<file path="src/rtl/err_agg_pkg.sv">
package err_agg_pkg;
    localparam int NUM_PLAIN = 6;
    localparam int NUM_UART  = 2;
    localparam int NUM_SRC   = NUM_PLAIN + NUM_UART;
    localparam int ID_W      = $clog2(NUM_SRC);

    typedef logic [ID_W-1:0]      src_id_t;
    typedef logic [NUM_SRC-1:0]   src_vec_t;
    typedef logic [NUM_PLAIN-1:0] plain_vec_t;

    typedef struct packed {
        logic       fwd;
        src_id_t    id;
        plain_vec_t clr;
        logic       none;
    } verdict_t;

    // Lowest set index wins; 0 if nothing set.
    function automatic src_id_t first_set(input src_vec_t v);
        src_id_t r;
        r = '0;
        for (int i = NUM_SRC - 1; i >= 0; i--) begin
            if (v[i]) r = src_id_t'(i);
        end
        return r;
    endfunction
endpackage

</file>
<file path="src/rtl/err_agg_detect.sv">
module err_agg_detect
    import err_agg_pkg::*;
(
    input  plain_vec_t          plain_err_i,
    input  logic [NUM_UART-1:0] cond_a_i,
    input  logic [NUM_UART-1:0] cond_b_i,
    output src_vec_t            det_o
);
    assign det_o[NUM_PLAIN-1:0] = plain_err_i;

    for (genvar u = 0; u < NUM_UART; u++) begin : g_uart
        assign det_o[NUM_PLAIN+u] = cond_a_i[u] & cond_b_i[u];
    end
endmodule

</file>
<file path="src/rtl/err_agg_pick.sv">
module err_agg_pick
    import err_agg_pkg::*;
(
    input  logic     eval_i,
    input  src_vec_t det_i,
    input  src_vec_t en_i,
    output verdict_t next_o
);
    src_id_t win;
    logic    any_err;
    logic    win_en;
    logic    win_plain;

    always_comb begin
        any_err   = |det_i;
        win       = first_set(det_i);
        win_en    = en_i[win];
        win_plain = (int'(win) < NUM_PLAIN);

        next_o      = '0;
        next_o.none = eval_i & ~any_err;
        next_o.fwd  = eval_i & any_err & win_en;
        next_o.id   = (eval_i & any_err & win_en) ? win : '0;
        for (int i = 0; i < NUM_PLAIN; i++) begin
            next_o.clr[i] = eval_i & any_err & ~win_en & win_plain & (int'(win) == i);
        end
    end
endmodule

</file>
<file path="src/rtl/err_agg.sv">
module err_agg
    import err_agg_pkg::*;
(
    input  logic                 clk,
    input  logic                 rst,
    input  logic                 eval_i,
    input  logic [NUM_PLAIN-1:0] plain_err_i,
    input  logic [NUM_UART-1:0]  uart_cond_a_i,
    input  logic [NUM_UART-1:0]  uart_cond_b_i,
    input  logic [NUM_SRC-1:0]   src_en_i,
    output logic                 share_irq_o,
    output logic                 line_en_o,
    output logic                 sub_irq_o,
    output logic [ID_W-1:0]      sub_id_o,
    output logic [NUM_PLAIN-1:0] clr_o,
    output logic                 none_o
);
    src_vec_t det;
    verdict_t nxt;
    verdict_t vq;

    err_agg_detect u_detect (
        .plain_err_i (plain_err_i),
        .cond_a_i    (uart_cond_a_i),
        .cond_b_i    (uart_cond_b_i),
        .det_o       (det)
    );

    err_agg_pick u_pick (
        .eval_i (eval_i),
        .det_i  (det),
        .en_i   (src_en_i),
        .next_o (nxt)
    );

    always_ff @(posedge clk) begin
        if (rst) vq <= '0;
        else     vq <= nxt;
    end

    assign line_en_o   = |src_en_i;
    assign share_irq_o = line_en_o & (|det);
    assign sub_irq_o   = vq.fwd;
    assign sub_id_o    = vq.id;
    assign clr_o       = vq.clr;
    assign none_o      = vq.none;

    AST_ONE_OUTCOME: assert property (@(posedge clk) disable iff (rst)
        $countones({sub_irq_o, |clr_o, none_o}) <= 1);
    AST_CLR_ONEHOT: assert property (@(posedge clk) disable iff (rst)
        $onehot0(clr_o));
    AST_IDLE_QUIET: assert property (@(posedge clk) disable iff (rst)
        !eval_i |=> (!sub_irq_o && clr_o == '0 && !none_o));
    AST_FWD_ENABLED: assert property (@(posedge clk) disable iff (rst)
        (eval_i && (|det)) |=> (sub_irq_o == (($past(src_en_i) >> sub_id_o) & 1'b1) || !sub_irq_o));
    AST_NONE_NO_ERR: assert property (@(posedge clk) disable iff (rst)
        (eval_i && det == '0) |=> none_o);
    AST_ERR_NOT_NONE: assert property (@(posedge clk) disable iff (rst)
        (|det) |=> !none_o);
endmodule

</file>
<file path="config.mk">
export PLATFORM = sky130hd
export DESIGN_NAME = err_agg
export DESIGN_NICKNAME = d
export VERILOG_FILES = /design/src/rtl/err_agg_pkg.sv /design/src/rtl/err_agg_detect.sv /design/src/rtl/err_agg_pick.sv /design/src/rtl/err_agg.sv
export SDC_FILE = /design/constraint.sdc
export NUM_CORES = 1
export LEC_CHECK = 0
export BUFFER_PORTS_ARGS = -buffer_cell sky130_fd_sc_hd__buf_2
export CORE_MARGIN = 5
export CORE_UTILIZATION = 37
export CTS_CLUSTER_DIAMETER = 60
export DETAILED_ROUTE_END_ITERATION = 10
export PLACE_DENSITY = 0.76
export SLEW_MARGIN = 20
export SYNTH_ARGS = -nofsm -noshare
export SYNTH_HDL_FRONTEND = slang
export SYNTH_SLANG_ARGS = --single-unit
</file>
<file path="constraint.sdc">
create_clock -name clk -period 1.7 [get_ports clk]
set_input_delay 0.34 -clock clk [delete_from_list [all_inputs] [get_ports clk]]
set_output_delay 0.34 -clock clk [all_outputs]
set_load 0.03 [all_outputs]
</file>
==> results <==
- The mapped netlist covers 591 sq um.
- The number of failing hold endpoints at the final stage is 0.
- The most congested layer reported by global routing is met2.
- The slowest stage of the critical path belongs to the cell sky130_fd_sc_hd__or4_4.
- Of all cell types, the one taking the most synthesized area is sky130_fd_sc_hd__dfxtp_1.
- The number of library cell types mapped by synthesis is 29.
- For this run the aggregate overflow at the end of global routing stands at 0.
- The critical path is of the in2reg type.
- The clock period minus final worst setup slack is 1670 ps.
- For this configuration, the core starts out at a cell density of 39.2%.
- The transition time of the tightest slew-check pin is 365 ps.
- The overall die width is 50.0 um.
- The smallest hold slack is 413 ps.
- The power density over cell area is 652 nW/um^2.
- The count of input and output buffers is 33.
- Entering global routing, the biggest net connects 8 pins.
- Setup violations remaining at the end of the flow were counted as 0.
- The overall die height is 50.0 um.
- The max-capacitance violation count is 0.
- The number of instances in the synthesized netlist is 64.
- The first global-routing pass estimated 2570 um of wire.
- The instance area at placement is 851 sq um.
- Detailed placement ended at an HPWL of 1310 um.
- The element type at the critical path end is a flop.
- The final layout net count is 133.
- The area of the die is 2500 sq um.
- The number of placement rows is 14.
- In this run the count of I/O pins placed on the die edge is 34.
- For this run, global-route usage on met2 was measured as 23.1%.
- The clock net in this run drives a total of 11 sinks.
- The post-detailed-routing wire length is 1520 um.
- The number of nets in the synthesized netlist is 85.
- The post-route clock period utilization is 98.2%.
- Data on the critical path is required at its endpoint by 1860 ps.
- The average instance area after synthesis is 9.23 sq um.
- The number of H-tree levels is 1.
- Of the post-synthesis cell area, the dominant cell type holds 37.3%.
- The number of vias in the routed layout is 662.
- By area the synthesized netlist is led by sky130_fd_sc_hd__dfxtp_1, sky130_fd_sc_hd__nor2_1, sky130_fd_sc_hd__o32ai_4.
- Setup repair after global routing could not meet its margin everywhere.
- The global-route usage over all layers is 13.3%.
- The number of non-filler instances in the completed layout is 127.
- The detailed router finished its first iteration with 14 violations.
- The delay of the slowest cell on the worst path is 530 ps.
- The via density per instance is 5.21.
- The repair_antennas step left the layout with diodes totalling 0.
- The worst min-delay path startpoint is plain_err_i[2].
- The area overhead of the layout relative to synthesis is 51.1%.
- The number of global-route vias before repair is 605.
- The sequential-to-total area share from yosys stat is 37.3%.
- The critical path goes through buf_6 -> or4_4 -> o32ai_4 -> nor2_1 -> mux2i_2 -> a22oi_2 -> and3_2.
- After detailed routing, the number of remaining DRC violations is 0.
- The met3 global-route usage is 1.20%.
- The TritonCTS buffer count is 3.
- The CTS clock-pin slew for the worst setup and hold paths is 60 ps.
- In this run the standard cell core region covers 1510 sq um.
- Of all nets on the critical path, the largest fanout is 7.
- The library cell used as clock root buffer is sky130_fd_sc_hd__clkbuf_4.
- In this run, synthesis produced a sequential element count of 11.
- The routed length per instance is 12.0 um.
- STA classifies the critical path startpoint as an input pin.
- The analysis attributes to cell leakage a power of 0.416 nW.
- The critical path data arrival time is 1830 ps.
- The top achievable clock speed is 0.599 GHz.
- TritonCTS built the clock tree.
- The maximum VDD drop is 0.233 mV.
- The flow ran to the end, and the final reports show no timing, DRC or antenna violations.
- The total number of yosys warnings is 0.
- The headroom to the max-slew limit is 75.5%.
- The startpoint of the most critical setup path is plain_err_i[4].
- The final cell area excluding filler cells is 892 sq um.
- The maximum clock insertion buffer count is 2.
- The initial antenna violation count is 0.
- After detailed placement, the design holds a cell count of 123.
- The hold buffer count at CTS is 0.
- The final-report max-slew violation count is 0.
- The post-route antenna net violation count is 0.
- The routability-driven placement congestion ratio is 0.719.
- The total iterations of the first detailed-routing run is 4.
- Of the cells placed in the final design, the portion with a size suffix greater than 1 is 53.2%.
- The tightest min-delay check is of the in2reg type.
- Global routing consumed, on the met1 layer, 14.4% of the routing resources.
==> metal layers <==
| layer | up-vias | share of wire [%] |
|---|---|---|
| li1 | 342 | - |
| met4 | 0 | 4.7 |
| met1 | 291 | 37 |
| met5 | - | 0 |
| met2 | 23 | 53 |
| met3 | 6 | 5.3 |
==> stage by stage <==
stage | power (mW) | setup slack [ps] | TNS [ps] | util [%]
2_1_floorplan | 0.344 | -44.4 | -111 | -
3_3_place_gp | 0.408 | -198 | -1790 | 56.5
3_5_place_dp | 0.413 | -289 | -2480 | 56.5
4_1_cts | 0.583 | -2.61 | -4.33 | 58.6
5_1_grt | 0.619 | -59.0 | -328 | 59.2
6_report | 0.581 | 30.5 | 0 | 59.2
==> logic make-up (layout without fill, tap and decap cells) <==
group,after synthesis,after routing,synth area share [%]
AO/OA/AOI/OAI,14,14,22.2
buffers and inverters,0,47,0
flip-flops,11,11,37.3
multiplexers,2,2,4.02
AND/OR/NAND/NOR,37,37,36.4
==> path summary, 6_finish.rpt <==
| path | end | slack, ps | cells after the start |
|---|---|---|---|
| worst min-delay path | clr_o[2] | 410 | 2 |
| worst max-delay path | clr_o[5] | 30 | 7 |
==> timing repair <==
item	4_1_cts	5_1_grt
endpoints found under the hold margin	0	0
setup endpoints to repair	2	11
gates resized for setup	1	3
buffers inserted	0	0
==> area by class of cell <==
type	count	area, sq um
multi-input cells	53	379
repair buffers	43	246
well taps	16	20.0
flip-flops and latches	11	220
fillers	129	614
clock buffers	4	26.3
==> worst max-delay path, delay by kind of cell <==
kind	cells	cell delay, ps
buffers and inverters	1	90
AND/OR/NAND/NOR	3	850
AO/OA/AOI/OAI	2	340
multiplexers	1	210
==> cell usage in the layout (no fill, tap or decap) <==
| cell | Yosys | routed |
|---|---|---|
| sky130_fd_sc_hd__a21oi_1 | 2 | 2 |
| sky130_fd_sc_hd__a22oi_1 | 1 | 1 |
| sky130_fd_sc_hd__a22oi_2 | 1 | 1 |
| sky130_fd_sc_hd__a311o_1 | 1 | 1 |
| sky130_fd_sc_hd__a311oi_1 | 2 | 2 |
| sky130_fd_sc_hd__a31oi_1 | 2 | 2 |
| sky130_fd_sc_hd__and2_1 | 2 | 2 |
| sky130_fd_sc_hd__and3_1 | 1 | 1 |
| sky130_fd_sc_hd__and3_2 | 1 | 1 |
| sky130_fd_sc_hd__and3b_2 | 2 | 2 |
| sky130_fd_sc_hd__and4b_1 | 1 | 1 |
| sky130_fd_sc_hd__buf_2 | 0 | 32 |
| sky130_fd_sc_hd__buf_4 | 0 | 10 |
| sky130_fd_sc_hd__buf_6 | 0 | 1 |
| sky130_fd_sc_hd__clkbuf_1 | 0 | 1 |
| sky130_fd_sc_hd__clkbuf_4 | 0 | 3 |
| sky130_fd_sc_hd__dfxtp_1 | 11 | 11 |
| sky130_fd_sc_hd__mux2i_2 | 1 | 2 |
| sky130_fd_sc_hd__nand2_1 | 5 | 5 |
| sky130_fd_sc_hd__nand2b_1 | 1 | 1 |
| sky130_fd_sc_hd__nand3_1 | 2 | 2 |
| sky130_fd_sc_hd__nor2_1 | 10 | 8 |
| sky130_fd_sc_hd__nor2_2 | 0 | 2 |
| sky130_fd_sc_hd__nor2b_1 | 2 | 2 |
| sky130_fd_sc_hd__nor3_1 | 3 | 3 |
| sky130_fd_sc_hd__nor3b_1 | 1 | 1 |
| sky130_fd_sc_hd__nor4_1 | 3 | 3 |
| sky130_fd_sc_hd__nor4b_2 | 1 | 1 |
| sky130_fd_sc_hd__o21ai_0 | 2 | 2 |
| sky130_fd_sc_hd__o21bai_1 | 1 | 1 |
| sky130_fd_sc_hd__o32ai_4 | 1 | 1 |
| sky130_fd_sc_hd__o41ai_2 | 1 | 1 |
| sky130_fd_sc_hd__or2_2 | 1 | 1 |
| sky130_fd_sc_hd__or4_4 | 1 | 1 |
==> Yosys cell counts <==
cell	instances
sky130_fd_sc_hd__nor3_1	3
sky130_fd_sc_hd__and2_1	2
sky130_fd_sc_hd__a21oi_1	2
sky130_fd_sc_hd__nand3_1	2
sky130_fd_sc_hd__and3_2	1
sky130_fd_sc_hd__nand2b_1	1
sky130_fd_sc_hd__o21bai_1	1
sky130_fd_sc_hd__a31oi_1	2
sky130_fd_sc_hd__and3b_2	2
sky130_fd_sc_hd__or4_4	1
sky130_fd_sc_hd__a311o_1	1
sky130_fd_sc_hd__o21ai_0	2
sky130_fd_sc_hd__nor2_1	10
sky130_fd_sc_hd__mux2i_1	1
sky130_fd_sc_hd__a22oi_1	1
sky130_fd_sc_hd__or2_2	1
sky130_fd_sc_hd__nor4b_2	1
sky130_fd_sc_hd__nor2b_1	2
sky130_fd_sc_hd__nor3b_1	1
sky130_fd_sc_hd__and3_1	1
sky130_fd_sc_hd__nor4_1	3
sky130_fd_sc_hd__o41ai_2	1
sky130_fd_sc_hd__dfxtp_1	11
sky130_fd_sc_hd__nand2_1	5
sky130_fd_sc_hd__a22oi_2	1
sky130_fd_sc_hd__mux2i_2	1
sky130_fd_sc_hd__and4b_1	1
sky130_fd_sc_hd__a311oi_1	2
sky130_fd_sc_hd__o32ai_4	1
==> state kept, by name, summed over array words and instances, names as in the netlist <==
signal     flops
clr_o          6
none_o         1
sub_id_o       3
sub_irq_o      1
==> power breakdown <==
part,switching (mW),leakage (nW),internal [mW]
clock,0.0788,0.0150,0.0907
combinational,0.0780,0.312,0.0700
sequential,0.00110,0.0890,0.263
total,0.158,0.416,0.423
Power figures use the tool's default switching activity.
